### config.mk
export PLATFORM = sky130hd
export DESIGN_NAME = rtc_shadow_regs
export DESIGN_NICKNAME = d
export VERILOG_FILES = /design/src/rtl/rtcfe_pkg.sv /design/src/rtl/rtcfe_decode.sv /design/src/rtl/rtcfe_shadow.sv /design/src/rtl/rtcfe_ftest.sv /design/src/rtl/rtc_shadow_regs.sv
export SDC_FILE = /design/constraint.sdc
export NUM_CORES = 1
export LEC_CHECK = 0
export ABC_AREA = 1
export BUFFER_PORTS_ARGS = -buffer_cell sky130_fd_sc_hd__buf_2
export CAP_MARGIN = 5
export CORE_MARGIN = 3
export CORE_UTILIZATION = 56
export DETAILED_ROUTE_END_ITERATION = 10
export PLACE_DENSITY = 0.85
export SLEW_MARGIN = 0
export SYNTH_ARGS = -nofsm -noshare
export SYNTH_HDL_FRONTEND = slang
export SYNTH_SLANG_ARGS = --single-unit
### constraint.sdc
create_clock -name clk -period 5.7 [get_ports clk]
set_clock_uncertainty 0.2 [all_clocks]
set_input_delay 0.855 -clock clk [delete_from_list [all_inputs] [get_ports clk]]
set_output_delay 0.855 -clock clk [all_outputs]
set_load 0.01 [all_outputs]
### src/rtl/rtcfe_pkg.sv
package rtcfe_pkg;
  localparam int NREG   = 8;
  localparam int BYTE_W = 8;
  localparam int OFF_W  = $clog2(NREG);

  localparam int OFF_CTRL = 0;
  localparam int OFF_SEC  = 1;
  localparam int OFF_DAY  = 4;

  localparam int BIT_WHALT = 7;
  localparam int BIT_RHALT = 6;
  localparam int BIT_OSC   = 7;
  localparam int BIT_FT    = 6;
  localparam int BIT_BATT  = 7;

  // bits fed from the counter chain
  function automatic logic [BYTE_W-1:0] time_mask(input int unsigned off);
    case (off)
      0: return 8'h3F;
      1: return 8'h7F;
      2: return 8'h7F;
      3: return 8'h3F;
      4: return 8'h07;
      5: return 8'h3F;
      6: return 8'h1F;
      default: return 8'hFF;
    endcase
  endfunction

  // bits never stored
  function automatic logic [BYTE_W-1:0] ro_mask(input int unsigned off);
    return (off == OFF_DAY) ? 8'h80 : 8'h00;
  endfunction

  function automatic logic [BYTE_W-1:0] wr_mask(input int unsigned off, input logic halted);
    return ~ro_mask(off) & (halted ? 8'hFF : ~time_mask(off));
  endfunction

  function automatic logic [NREG*BYTE_W-1:0] time_mask_all();
    logic [NREG*BYTE_W-1:0] m;
    for (int k = 0; k < NREG; k++) m[k*BYTE_W +: BYTE_W] = time_mask(k);
    return m;
  endfunction
endpackage

### src/rtl/rtcfe_decode.sv
module rtcfe_decode #(
  parameter int ADDR_W = 11,
  parameter int OFF_W  = 3
) (
  input  logic              cs_n,
  input  logic              oe_n,
  input  logic              we_n,
  input  logic              pwr_fail,
  input  logic [ADDR_W-1:0] addr,
  output logic              rd_en,
  output logic              wr_en,
  output logic [OFF_W-1:0]  off
);
  localparam int TAG_W = ADDR_W - OFF_W;
  localparam logic [TAG_W-1:0] TOP_TAG = '1;

  logic hit;
  logic access_ok;

  always_comb begin
    hit       = (addr[ADDR_W-1:OFF_W] == TOP_TAG);
    access_ok = !cs_n && !pwr_fail && hit;
    wr_en     = access_ok && !we_n;
    rd_en     = access_ok && we_n && !oe_n;
    off       = addr[OFF_W-1:0];
  end
endmodule

### src/rtl/rtcfe_shadow.sv
module rtcfe_shadow
  import rtcfe_pkg::*;
(
  input  logic                   clk,
  input  logic                   rst_n,
  input  logic                   wr_en,
  input  logic [OFF_W-1:0]       off,
  input  logic [BYTE_W-1:0]      wdata,
  input  logic                   tick_sec,
  input  logic [NREG*BYTE_W-1:0] cnt_time,
  output logic [NREG*BYTE_W-1:0] vis_flat,
  output logic                   load_stb,
  output logic [NREG*BYTE_W-1:0] load_time
);
  logic [BYTE_W-1:0]      vis_q [NREG];
  logic [BYTE_W-1:0]      vis_d [NREG];
  logic [NREG-1:0]        vis_en;
  logic [NREG*BYTE_W-1:0] staged;
  logic                   whalt;
  logic                   rhalt;
  logic                   refresh;
  logic                   commit;
  logic                   load_stb_q;
  logic [NREG*BYTE_W-1:0] load_time_q;

  always_comb begin
    whalt   = vis_q[OFF_CTRL][BIT_WHALT];
    rhalt   = vis_q[OFF_CTRL][BIT_RHALT];
    refresh = tick_sec && !whalt && !rhalt;
    commit  = wr_en && (off == OFF_W'(OFF_CTRL)) && whalt && !wdata[BIT_WHALT];
  end

  for (genvar i = 0; i < NREG; i++) begin : g_byte
    localparam logic [BYTE_W-1:0] TM = time_mask(i);
    logic [BYTE_W-1:0] wm;

    always_comb begin
      wm        = (wr_en && (off == OFF_W'(i))) ? wr_mask(i, whalt) : '0;
      vis_d[i]  = (vis_q[i] & ~wm) | (wdata & wm);
      if (refresh) vis_d[i] = (vis_d[i] & ~TM) | (cnt_time[i*BYTE_W +: BYTE_W] & TM);
      vis_en[i] = (wm != '0) || refresh;
    end

    always_ff @(posedge clk or negedge rst_n) begin
      if (!rst_n)         vis_q[i] <= '0;
      else if (vis_en[i]) vis_q[i] <= vis_d[i];
    end

    assign staged[i*BYTE_W +: BYTE_W]   = vis_d[i] & TM;
    assign vis_flat[i*BYTE_W +: BYTE_W] = vis_q[i];
  end

  always_ff @(posedge clk or negedge rst_n) begin
    if (!rst_n) load_stb_q <= 1'b0;
    else        load_stb_q <= commit;
  end

  always_ff @(posedge clk or negedge rst_n) begin
    if (!rst_n)      load_time_q <= '0;
    else if (commit) load_time_q <= staged;
  end

  assign load_stb  = load_stb_q;
  assign load_time = load_time_q;
endmodule

### src/rtl/rtcfe_ftest.sv
module rtcfe_ftest (
  input  logic clk,
  input  logic rst_n,
  input  logic tick_fast,
  input  logic enable,
  output logic phase
);
  logic phase_q;
  logic phase_d;
  logic phase_en;

  always_comb begin
    phase_en = enable && tick_fast;
    phase_d  = ~phase_q;
  end

  always_ff @(posedge clk or negedge rst_n) begin
    if (!rst_n)        phase_q <= 1'b0;
    else if (phase_en) phase_q <= phase_d;
  end

  assign phase = phase_q;
endmodule

### src/rtl/rtc_shadow_regs.sv
module rtc_shadow_regs
  import rtcfe_pkg::*;
#(
  parameter int ADDR_W = 11
) (
  input  logic                   clk,
  input  logic                   rst_n,
  input  logic                   pwr_fail,
  input  logic                   cs_n,
  input  logic                   oe_n,
  input  logic                   we_n,
  input  logic [ADDR_W-1:0]      addr,
  input  logic [BYTE_W-1:0]      dq_in,
  output logic [BYTE_W-1:0]      dq_out,
  output logic                   dq_oe,
  input  logic                   tick_1hz,
  input  logic                   tick_512,
  input  logic                   batt_ok,
  input  logic [NREG*BYTE_W-1:0] cnt_time,
  output logic                   load_stb,
  output logic [NREG*BYTE_W-1:0] load_time,
  output logic                   osc_stop,
  output logic                   rst_out_n
);
  logic [1:0]             rsync_q;
  logic                   rst_i_n;
  logic                   rd_en;
  logic                   wr_en;
  logic [OFF_W-1:0]       off;
  logic [NREG*BYTE_W-1:0] vis_flat;
  logic                   ft_run;
  logic                   ft_phase;
  logic [BYTE_W-1:0]      rd_byte;
  logic                   rst_out_q;

  // asynchronous assert, synchronous release
  always_ff @(posedge clk or negedge rst_n) begin
    if (!rst_n) rsync_q <= 2'b00;
    else        rsync_q <= {rsync_q[0], 1'b1};
  end
  assign rst_i_n = rsync_q[1];

  rtcfe_decode #(.ADDR_W(ADDR_W), .OFF_W(OFF_W)) u_decode (
    .cs_n     (cs_n),
    .oe_n     (oe_n),
    .we_n     (we_n),
    .pwr_fail (pwr_fail),
    .addr     (addr),
    .rd_en    (rd_en),
    .wr_en    (wr_en),
    .off      (off)
  );

  rtcfe_shadow u_shadow (
    .clk       (clk),
    .rst_n     (rst_i_n),
    .wr_en     (wr_en),
    .off       (off),
    .wdata     (dq_in),
    .tick_sec  (tick_1hz),
    .cnt_time  (cnt_time),
    .vis_flat  (vis_flat),
    .load_stb  (load_stb),
    .load_time (load_time)
  );

  assign osc_stop = vis_flat[OFF_SEC*BYTE_W + BIT_OSC];
  assign ft_run   = vis_flat[OFF_DAY*BYTE_W + BIT_FT] && !osc_stop;

  rtcfe_ftest u_ftest (
    .clk       (clk),
    .rst_n     (rst_i_n),
    .tick_fast (tick_512),
    .enable    (ft_run),
    .phase     (ft_phase)
  );

  always_comb begin
    rd_byte = vis_flat[off*BYTE_W +: BYTE_W];
    if (off == OFF_W'(OFF_DAY)) rd_byte[BIT_BATT] = batt_ok;
    if ((off == OFF_W'(OFF_SEC)) && ft_run) rd_byte[0] = ft_phase;
    dq_out = rd_en ? rd_byte : '0;
    dq_oe  = rd_en;
  end

  always_ff @(posedge clk or negedge rst_i_n) begin
    if (!rst_i_n) rst_out_q <= 1'b0;
    else          rst_out_q <= !pwr_fail;
  end
  assign rst_out_n = rst_out_q;
endmodule

## Word-level counts from Yosys, hierarchy flattened

Cells that the tools add are included.

- Equal/unequal tests: 8
- Shift operators: 1
- Mux-type cells: 24
- Bitwise logic cells: 40
- Reduce and logical (&&, ||, !) cells: 45

Operators by type and width:

| cell | number |
|---|---|
| $mux 8 | 17 |
| $and 8x8->8 | 16 |
| $not 8->8 | 8 |
| $or 8x8->8 | 8 |
| $reduce_bool 8->1 | 8 |
| $shiftx 64x7->8 | 1 |
| $or 8x6->8 | 3 |
| $logic_and 1x1->1 | 20 |
| $or 8x7->8 | 2 |
| $mux 7 | 2 |
| $eq 3x3->1 const B | 4 |
| $eq 8x8->1 const B | 1 |
| $logic_not 1->1 | 8 |
| $logic_or 1x1->1 | 8 |
| $or 8x3->8 | 1 |
| $or 8x5->8 | 1 |
| $eq 3x2->1 const B | 2 |
| $mux 6 | 1 |
| $mux 5 | 1 |
| $eq 3x1->1 const B | 1 |
| $logic_not 3->1 | 1 |
| $mux 3 | 1 |
| $mux 1 | 2 |
| $not 1->1 | 1 |

- Register bits: 117
- Output and inout bits: 76

## Longest topological paths before layout

Gate-level depths: netlist of the first run.

- Word-level depth: 11
- Mapped depth: 11

## Cells and area by module

Synthesis of the first run repeated with hierarchy kept, for this count alone.

- Cells, all modules: 833
- Area total of the unflattened synthesis: 6004.5 µm²

Modules (own cells, without submodules):

| module | times used | cells each | area an instance (µm²) | seq. area each (µm²) |
|---|---|---|---|---|
| rtcfe_shadow | 1 | 663 | 5175.0 | 2802.7 |
| rtc_shadow_regs | 1 | 149 | 715.7 | 75.1 |
| rtcfe_decode | 1 | 15 | 68.8 | 0.0 |
| rtcfe_ftest | 1 | 6 | 45.0 | 25.0 |

## Worst setup path after synthesis of the first run

No wires, ideal clock.

- Path kind: input to output
- Start: input port addr[0]
- End: output port dq_out[2]
- Arrival time: 2.046 ns
- Data required time: 4.645 ns
- Path slack: 2.599 ns
- Cell stages on the path: 8
- Path buffers: 2
- Cell sequence: buf_2 nor2_4 inv_2 buf_1 o22ai_1 nor2_1 nor2_1 a211oi_1

- Cells in the longest elaborated chain, start to end: 2

Ends and longest elaborated chain:

| what | RTL line | RTL |
|---|---|---|
| start: declaration | rtc_shadow_regs.sv:12 | `input logic [ADDR_W-1:0] addr,` |
| $shiftx 64x7->8 | rtc_shadow_regs.sv:79 | `rd_byte = vis_flat[off*BYTE_W +: BYTE_W];` |
| $mux 8 | rtc_shadow_regs.sv:82 | `dq_out = rd_en ? rd_byte : '0;` |
| end: declaration | rtc_shadow_regs.sv:14 | `output logic [BYTE_W-1:0] dq_out,` |

Every way passes these cells.

## Worst setup path after layout of the first run

- Start: input port pwr_fail
- End: output port dq_out[5]

- Cells in the longest elaborated chain, start to end: 6

Ends and longest elaborated chain:

| what | RTL line | RTL |
|---|---|---|
| start: declaration | rtc_shadow_regs.sv:8 | `input logic pwr_fail,` |
| $logic_not 1->1 | rtcfe_decode.sv:22 | `access_ok = !cs_n && !pwr_fail && hit;` |
| $logic_and 1x1->1 (2 in series) | rtcfe_decode.sv:22 |  |
| $logic_and 1x1->1 (2 in series) | rtcfe_decode.sv:24 | `rd_en = access_ok && we_n && !oe_n;` |
| $mux 8 | rtc_shadow_regs.sv:82 |  |

Every way passes these cells.

==> metrics.txt, run 1 <==
outcome complete, no violations; syn_area_per_cell 7.61 um2; fillers just under 800; final non-filler cell total 1050; Fin. Hold Viols 0; Initial Utilization 0.576; VDD IR max ~0.19 mV; Hold-fix buffers, CTS 1; CORE AREA slightly above 10000 um2; Cell Pwr Density roughly 310 nW/um2; unrepaired setup endpoints after global routing false; most frequent cells in the layout nand2_1, buf_2, dfrtp_1; commonest non-fill, non-tap cell in the layout nand2_1; Final nets between 900 and 1000; initial antenna violation count 0; Hold WS between 0.1 and 0.15 ns; root buf cell clkbuf_8; die area 11900 um2; Core Util, Final 0.700; first-pass GRT wire length 27500 um; DRT Pass-1 Iters 5; Worst-Skew Late Latency ~0.53 ns; CTS tree yes; vias post-DR around 6000; H-Tree Level Count 4; Final Cycle Share 0.655; Placer Congestion 0.942; Die Wd roughly 110 um; fmax roughly 270 MHz; #FFs+latches synth about 120; total track usage 0.302; Hold Path Class flip-flop to flip-flop; Cell variety after synth 34; Slew HR 0.397; CP max FO 8; Area Growth Syn to Fin 21.4%; vias in the first global route between 5000 and 6000; critical path endpoint category output port; Lkg Pwr around 0.004 uW; Post-DP HPWL 11200 um; Max Cap Viol 0; Clock Path Buffers 2; largest net degree at the start of global routing 70; startpoint types input pin; CTS resizes 0; mapped cell area 5950 um2; final WL roughly 17000 um; antenna cells 0; min cycle time layout about 3.7 ns; Die Y 109 um; Setup CP Type input pin to output port; wire length per cell roughly 17 um; setup repair bufs after CTS 0; row cnt 37; Antenna Nets Post-Route 0; clock slew at reported path FFs 0.06 ns; number of instances in the placed design 1017; Slew @ Worst Pin between 0.9 and 1 ns; Setup-failing EPs final 0; Initial DRC Count 696; DR vias/cell approximately 5.7; post-synthesis instance total approximately 780; Worst Path Arrival between 2 and 3 ns; Seq/Total Area, Yosys 0.488; synth warn 0; Overflow after GRT 0; fraction of layout cells with a size suffix above 1 0.207; required time of the critical path about 4.6 ns; total CTS buffers 17; CTS Sinks ~120; PortBufs about 140; drt drc 0; setup TNS 0 ns; final slew viol count 0; # IOs about 170
[power by group]
part	internal [uW]	switching, uW	leakage [uW]
clock	723	421	0.000308
sequential	856	28.6	0.00153
combinational	63.6	127	0.00223
total	1640	576	0.00406
[critical path, stage by stage]
cell,delay (ns)
buf_2,0.11
nor2_1,0.10
nand3_1,0.15
nor2_2,0.43
nand3_1,0.38
a211oi_1,0.44
buf_2,0.20
[worst paths after layout]
kind	start	depth (start not counted)	end	slack (ns)
worst max register to register	flip-flop	9	u_shadow.load_time[12]	2.89
min in group asynchronous	rsync_q[1]	0	u_shadow.load_time[49]	0.25
max in group asynchronous	rsync_q[1]	1	u_shadow.load_time[25]	3.95
worst min register to register	rsync_q[0]	0	rsync_q[1]	0.15
worst max-delay path	pwr_fail	7	dq_out[5]	1.97
worst min-delay path	rsync_q[0]	0	rsync_q[1]	0.15
[cell families (layout without fill, tap and decap cells)]
| logic type | Yosys count | in the layout | synth area share |
|---|---|---|---|
| buffers and inverters | 126 | 243 | 0.0990 |
| other | 2 | 17 | 0.00126 |
| XOR/XNOR | 1 | 1 | 0.00147 |
| flip-flops | 116 | 116 | 0.488 |
| AO/OA/AOI/OAI | 54 | 54 | 0.0561 |
| AND/OR/NAND/NOR | 483 | 483 | 0.354 |
[layout make-up]
cell class / instances / area [um2] / area share
timing repair buffer: 142 / 731 / 0.101
clock inverter: 15 / 216 / 0.0300
clock buffer: 17 / 414 / 0.0573
multi-input combinational: 555 / 2530 / 0.350
sequential: 116 / 2910 / 0.402
tap: 136 / 170 / 0.0235
inverter: 69 / 259 / 0.0358
[per-layer routing]
metal  share of wire  vias to the layer above  global-route usage
met3            0.12                       74              0.0870
li1                -                     2744                   -
met4           0.038                        0               0.139
met5               0                        -                   0
met2            0.45                      420               0.452
met1            0.40                     2696               0.408
[synthesized netlist by cell type]
master	count	area [um2]
buf_2	15	75.1
dfrtp_1	116	2900
a21oi_1	4	20.0
nand3_1	71	355
nor3_2	1	10.0
buf_4	18	135
a31oi_1	3	18.8
o2111ai_1	2	17.5
nor3_1	2	10.0
nand2_1	276	1040
clkbuf_1	14	52.6
buf_6	4	45.0
nor2_2	2	12.5
nand2_2	1	6.26
nor2_8	1	20.0
nor3_4	1	16.3
o22ai_1	16	100
inv_1	66	248
conb_1	2	7.51
o31ai_1	1	7.51
nor2_1	76	285
or2_2	1	6.26
nand4_4	1	21.3
o211ai_1	1	7.51
nand4_1	47	294
xnor2_1	1	8.76
inv_2	3	11.3
nand4_2	1	12.5
o221ai_1	2	17.5
o21ai_0	19	95.1
nor2_4	2	22.5
a211oi_1	4	30.0
buf_1	6	22.5
o211a_1	2	20.0
[metrics by stage]
step / area, um2 / setup WS, ns / total power [uW]
floorplan: 6010 / 2.03 / 1020
global placement: 6590 / 2.01 / 1080
detailed placement: 6590 / 2.02 / 1080
CTS: 7230 / 2.01 / 2210
global route: 7230 / 1.81 / 2280
finish: 7230 / 1.97 / 2220
(Power assumes the default switching activity.)
==> run 2: changes to the inputs <==
- CORE_UTILIZATION: 56 -> 48
- PLACE_DENSITY: 0.85 -> 0.77
- clock period: 5.7 -> 3.4 ns (I/O delays scaled with it)
==> run 2 against run 1 <==
- wire length grew 2.0%
- register-to-register slack lost 1.7 ns
- die area grew 16%
- via count shrank 2.4%
- final cell count grew 3.7%
- setup slack lost 1.5 ns
- clock power grew 68%
- clock-buffer cell count grew 3
- critical path type unchanged
- critical endpoint is now dq_out[2]
- largest power group unchanged
==> metrics.txt, run 2 (synthesis gave the netlist of run 1 again) <==
commonest non-fill, non-tap cell in the layout nand2_1; fmax ~350 MHz; met3 WL 1700 um (-16%); dpl ws 0.550 ns (-1.47 ns); Lkg Pwr 0.00409 uW (+0.87%); min cycle time layout slightly below 3 ns; Cell Pwr Density 507 nW/um2 (+65%); Setup CP Type input pin to output port; unrepaired setup endpoints after global routing false; most frequent cells in the layout nand2_1, buf_2, dfrtp_1; required time of the critical path 2.69 ns (-1.95 ns); Worst Setup SP addr[0]; Post-DP HPWL 11900 um (+6.5%); CP max FO 14 (+6); Initial DRC Count 525 (-25%); final WL 17700 um (+2.0%); root buf cell clkbuf_16; CTS tree yes; fraction of layout cells with a size suffix above 1 0.212 (+0.00494); Die Wd 117 um (+7.6%); startpoint types input pin; DRT Pass-1 Iters 5 (unchanged); vias in the first global route 5626 (+0.68%); initial antenna violation count 0 (unchanged); DR vias/cell 5.32 (-5.9%); Final Cycle Share 0.849; Worst R2R Path Depth 8 (-1); die area 13800 um2 (+16%); CORE AREA 12100 um2 (+17%); total track usage 0.263 (-0.0392); hold endpoint rst_out_n; wire length per cell 16.3 um (-1.7%); H-Tree Level Count 4 (unchanged); Clock Path Buffers 2 (unchanged); Slew HR 0.426 (+0.0290); Final nets 1000 (+0.70%); VDD IR max 0.252 mV (+32%); Setup-failing EPs final 0 (unchanged); Max Cap Viol 0 (unchanged); CTS resizes 0 (unchanged); first-pass GRT wire length 29100 um (+5.7%); Buf+Inv Stages, Crit Path 4 (+2); setup ws final 0.512 ns (-1.45 ns); Placer Congestion 0.912 (-3.1%); Antenna Nets Post-Route 0 (unchanged); critical path endpoint category output port; R2R setup slack 1.18 ns (-1.71 ns); # IOs 168 (unchanged); worst-path cell with the longest stage delay a211oi_1; WL met2 7900 um (+1.3%); worst hold path depth 2 (+2); antenna cells 0 (unchanged); Slew @ Worst Pin 0.861 ns (-0.0402 ns); clock slew at reported path FFs 0.06 ns (about the same); Hold Path Class input pin to flip-flop; Worst-Skew Late Latency 0.41 ns (-0.12 ns); Overflow after GRT 0 (unchanged); CTS Sinks 116 (unchanged); crit-path cells buf_2, inv_1, nand2_1, inv_1, nand2_1, o2111ai_1, a211oi_1, buf_2; hold path startpoint pwr_fail; PortBufs 135 (unchanged); outcome complete, no violations; total CTS buffers 17 (unchanged); Top delay family on crit path buffers and inverters; Area Growth Syn to Fin 23.5%; vias post-DR 5790 (-2.4%); DRT met1 WL 7580 um (+9.6%); FF-to-FF End u_shadow.load_time[63]; largest net degree at the start of global routing 49 (-30%); Max stage delay on crit path 0.40 ns (-0.04 ns); Top Metal Used met4; final slew viol count 0 (unchanged); Worst Path Arrival 2.18 ns (-0.50 ns); row cnt 40 (+8.1%); drt drc 0 (unchanged); setup TNS 0 ns (unchanged); Initial Utilization 0.493 (-0.0831); Fin. Hold Viols 0 (unchanged); Die Y 117 um (+7.6%)
run 2: how the worst max path moves through the flow:
stage,to,depth (start not counted)
global placement,dq_out[1],8
finish,dq_out[2],8
floorplan,dq_out[2],8
CTS,dq_out[1],8
detailed placement,dq_out[2],8
global route,dq_out[1],8
run 2: worst register-to-register path: cells and delay by family (launching register included):
kind,cells,cell delay (ns)
simple gates,6,1.02
flops,1,0.37
buf+inv,2,0.57
run 2: cell type report:
cell class	count	area (um2)
multi-input combinational	555	2530
timing repair buffer	149	808
fill	1056	4710
inverter	69	259
clock inverter	12	178
clock buffer	20	457
sequential	116	2910
tap	168	210
run 2: power by group:
group          switching, uW  leakage (uW)  internal (uW)
registers               42.8       0.00153           1440
logic                    215       0.00227            113
clock network            653      0.000299           1260
run 2: per-stage QoR:
| step | hold WS, ns | instances | power (uW) | area (um2) | utilization |
|---|---|---|---|---|---|
| 2_1_floorplan | 0.0144 | 797 | 1700 | 6010 | - |
| 3_3_place_gp | 0.0964 | 1056 | 1820 | 6700 | 0.556 |
| 3_5_place_dp | 0.100 | 1056 | 1820 | 6700 | 0.556 |
| 4_1_cts | 0.0551 | 1089 | 3740 | 7350 | 0.609 |
| 5_1_grt | 0.0757 | 1089 | 3860 | 7350 | 0.609 |
| 6_report | 0.0661 | 1089 | 3720 | 7350 | 0.609 |
run 2: per-layer routing:
layer / GRT usage / vias to the layer above
li1: - / 2745
met1: 0.370 / 2670
met2: 0.392 / 331
met3: 0.0636 / 44
met4: 0.109 / 0
met5: 0 / -
run 2: timing repair:
item | 4_1_cts | 5_1_grt
hold endpoints to repair | 2 | 0
setup buffers | 0 | 0
hold buffers | 1 | 0
==> run 3: changes to the inputs <==
- CORE_UTILIZATION: 48 -> 53
- PLACE_DENSITY: 0.77 -> 0.81
- clock period: 3.4 -> 2.7 ns (I/O delays scaled with it)
==> run 3 against run 2 <==
- flip-flop and latch count unchanged
- global-route usage up 4.8 points
- final cell count up 2.3%
- die area down 9.0%
- wire length up 8.4%
- core utilization up 11 points
- worst hold slack worse by 0.051 ns
- via count up 7.9%
- final area up 6.6%
- first-iteration DRC count up 24%
- non-clock buffer count up 53
- critical endpoint unchanged
- largest cell class unchanged
- highest routed layer is now met5
==> metrics.txt, run 3 (synthesis gave the netlist of run 1 again) <==
outcome complete, no violations; Clock Power Share 0.505 (-0.010); GRT busiest layer met2; combinational power share 0.104 (+0.016); Storage cell area 2910 um2 (unchanged); CP max FO 9 (-5); Worst Path Arrival 1.93 ns (-0.25 ns); Clock Path Buffers 2 (unchanged); fraction of layout cells with a size suffix above 1 0.206 (-0.00536); Initial DRC Count 653 (+24%); required time of the critical path 2.10 ns (-0.59 ns); area of the multi-input gates 2530 um2 (+0.20%); sw frac 0.253 (+0.00876); # IOs 168 (unchanged); Net Sw Power 1200 uW (+32%); clock slew at reported path FFs 0.06 ns (about the same); Setup-failing EPs final 0 (unchanged); Core Util, Final 0.719 (+0.110); commonest non-fill, non-tap cell in the layout nand2_1; vias post-DR 6247 (+7.9%); Top delay family on crit path buffers and inverters; Final nets 1053 (+5.3%); DR vias/cell 5.61 (+5.5%); Max Cap Viol 0 (unchanged); M2 GR Usage 0.485 (+0.0928); CTS Sinks 116 (unchanged); first-pass GRT wire length 30900 um (+6.2%); Placer Congestion 0.963 (+5.5%); Initial Utilization 0.547 (+0.0532); row cnt 38 (-5.0%); fillers 830 (-21%); setup TNS 0 ns (unchanged); initial antenna violation count 1 (+1); Lkg Pwr 0.00433 uW (+5.8%); unrepaired setup endpoints after global routing false; wire length per cell 17.3 um (+6.0%); Final Cycle Share 0.938; min cycle time layout between 2 and 3 ns; vias in the first global route 6072 (+7.9%); DRT Pass-1 Iters 5 (unchanged); Die Y 112 um (-4.6%); crit-path cells buf_2, inv_1, nand2_1, buf_4, o22ai_1, nor2_1, nor2_1, a211oi_1, buf_2; H-Tree Level Count 4 (unchanged); Antenna Nets Post-Route 0 (unchanged); GR Util met1 0.398 (+0.0279); Area Growth Syn to Fin 31.6%; most frequent cells in the layout nand2_1, buf_2, dfrtp_1; antenna cells 0 (unchanged); root buf cell clkbuf_8; drt drc 0 (unchanged); VDD IR max 0.376 mV (+49%); Slew HR 0.438 (+0.0116); Setup CP Type input pin to output port; critical path endpoint category output port; worst-path cell with the longest stage delay a211oi_1; total CTS buffers 17 (unchanged); largest net degree at the start of global routing 115 (+130%); CTS tree yes; GRT met3 Usage 0.0924 (+0.0287); Cell Pwr Density 604 nW/um2 (+19%); Hold Path Class input pin to flip-flop; CORE AREA 10900 um2 (-9.7%); Buf+Inv Stages, Crit Path 4 (unchanged); fmax roughly 390 MHz; Seq pwr share 0.392 (-0.005); Die Wd 112 um (-4.6%); Worst-Skew Late Latency 0.52 ns (+0.11 ns); die area 12500 um2 (-9.0%); PortBufs 135 (unchanged); Fin. Hold Viols 0 (unchanged); final slew viol count 0 (unchanged); P_int 3530 uW (+26%); Max stage delay on crit path 0.32 ns (-0.08 ns); Overflow after GRT 0 (unchanged); startpoint types input pin; Post-DP HPWL 11700 um (-1.7%); Slew @ Worst Pin 0.842 ns (-0.0186 ns); final WL 19200 um (+8.4%); total track usage 0.312 (+0.0484)
[run 3: cell types whose count changed in the layout (fill, tap and decap cells not counted), sizes merged]
| cell | previous run | this run |
|---|---|---|
| buf | 148 | 152 |
| clkbuf | 20 | 18 |
| clkinv | 3 | 7 |
| clkinvlp | 4 | 0 |
| dlygate4sd3 | 1 | 50 |
| inv | 70 | 72 |
[run 3: path summary, 6_finish.rpt]
path / endpoint / depth (start not counted) / slack, ns / start
max: dq_out[2] / 9 / 0.17 / addr[0]
min: u_shadow.vis_flat[14] / 3 / 0.02 / dq_in[6]
max reg2reg: u_shadow.load_time[33] / 6 / 0.57 / flip-flop
min reg2reg: rsync_q[1] / 0 / 0.16 / rsync_q[0]
max in group asynchronous: asynchronous set/reset pin / 1 / 1.63 / rsync_q[1]
min in group asynchronous: u_shadow.load_time[48] / 1 / 0.19 / rsync_q[1]
[run 3: cell type report]
cell class,count,share of cell area
repair buffers,202,0.170
clock inverters,14,0.0256
multi-input cells,555,0.324
inverters,69,0.0331
flip-flops and latches,116,0.371
clock buffers,18,0.0546
well taps,140,0.0224
[run 3: through the flow]
step | area [um2] | setup WS [ns] | hold WS, ns | total power (uW) | cells
global placement | 6700 | 0.206 | -0.0102 | 2290 | 1032
finish | 7830 | 0.168 | 0.0153 | 4730 | 1114
floorplan | 6010 | 0.499 | -0.0906 | 2140 | 797
CTS | 7830 | 0.220 | 0.00877 | 4710 | 1114
global route | 7830 | 0.0354 | 0.0176 | 4890 | 1114
detailed placement | 6700 | 0.221 | -0.00840 | 2290 | 1032
[run 3: repair_timing]
action	CTS	global route
setup buffers	0	0
hold endpoints to repair	50	0
endpoints found under the setup margin	0	1
resized for setup	0	1
hold buffers	50	0
[run 3: power groups by stage]
stage	clock network, uW	logic (uW)	registers, uW
2_1_floorplan	0	259	1880
3_3_place_gp	0	409	1880
3_5_place_dp	0	413	1880
4_1_cts	2380	476	1850
5_1_grt	2490	543	1860
6_report	2390	491	1850
[run 3: layer usage]
layer	share of wire	up-vias
li1	-	2870
met1	0.38	2857
met2	0.46	418
met3	0.11	100
met4	0.051	2
met5	0.00036	-
[run 3: worst register-to-register path, delay by kind of cell, from the launching register on]
family / cells / cell delay [ns]
buffers and inverters: 2 / 0.80
and+or+nand+nor: 4 / 0.70
DFF: 1 / 0.34
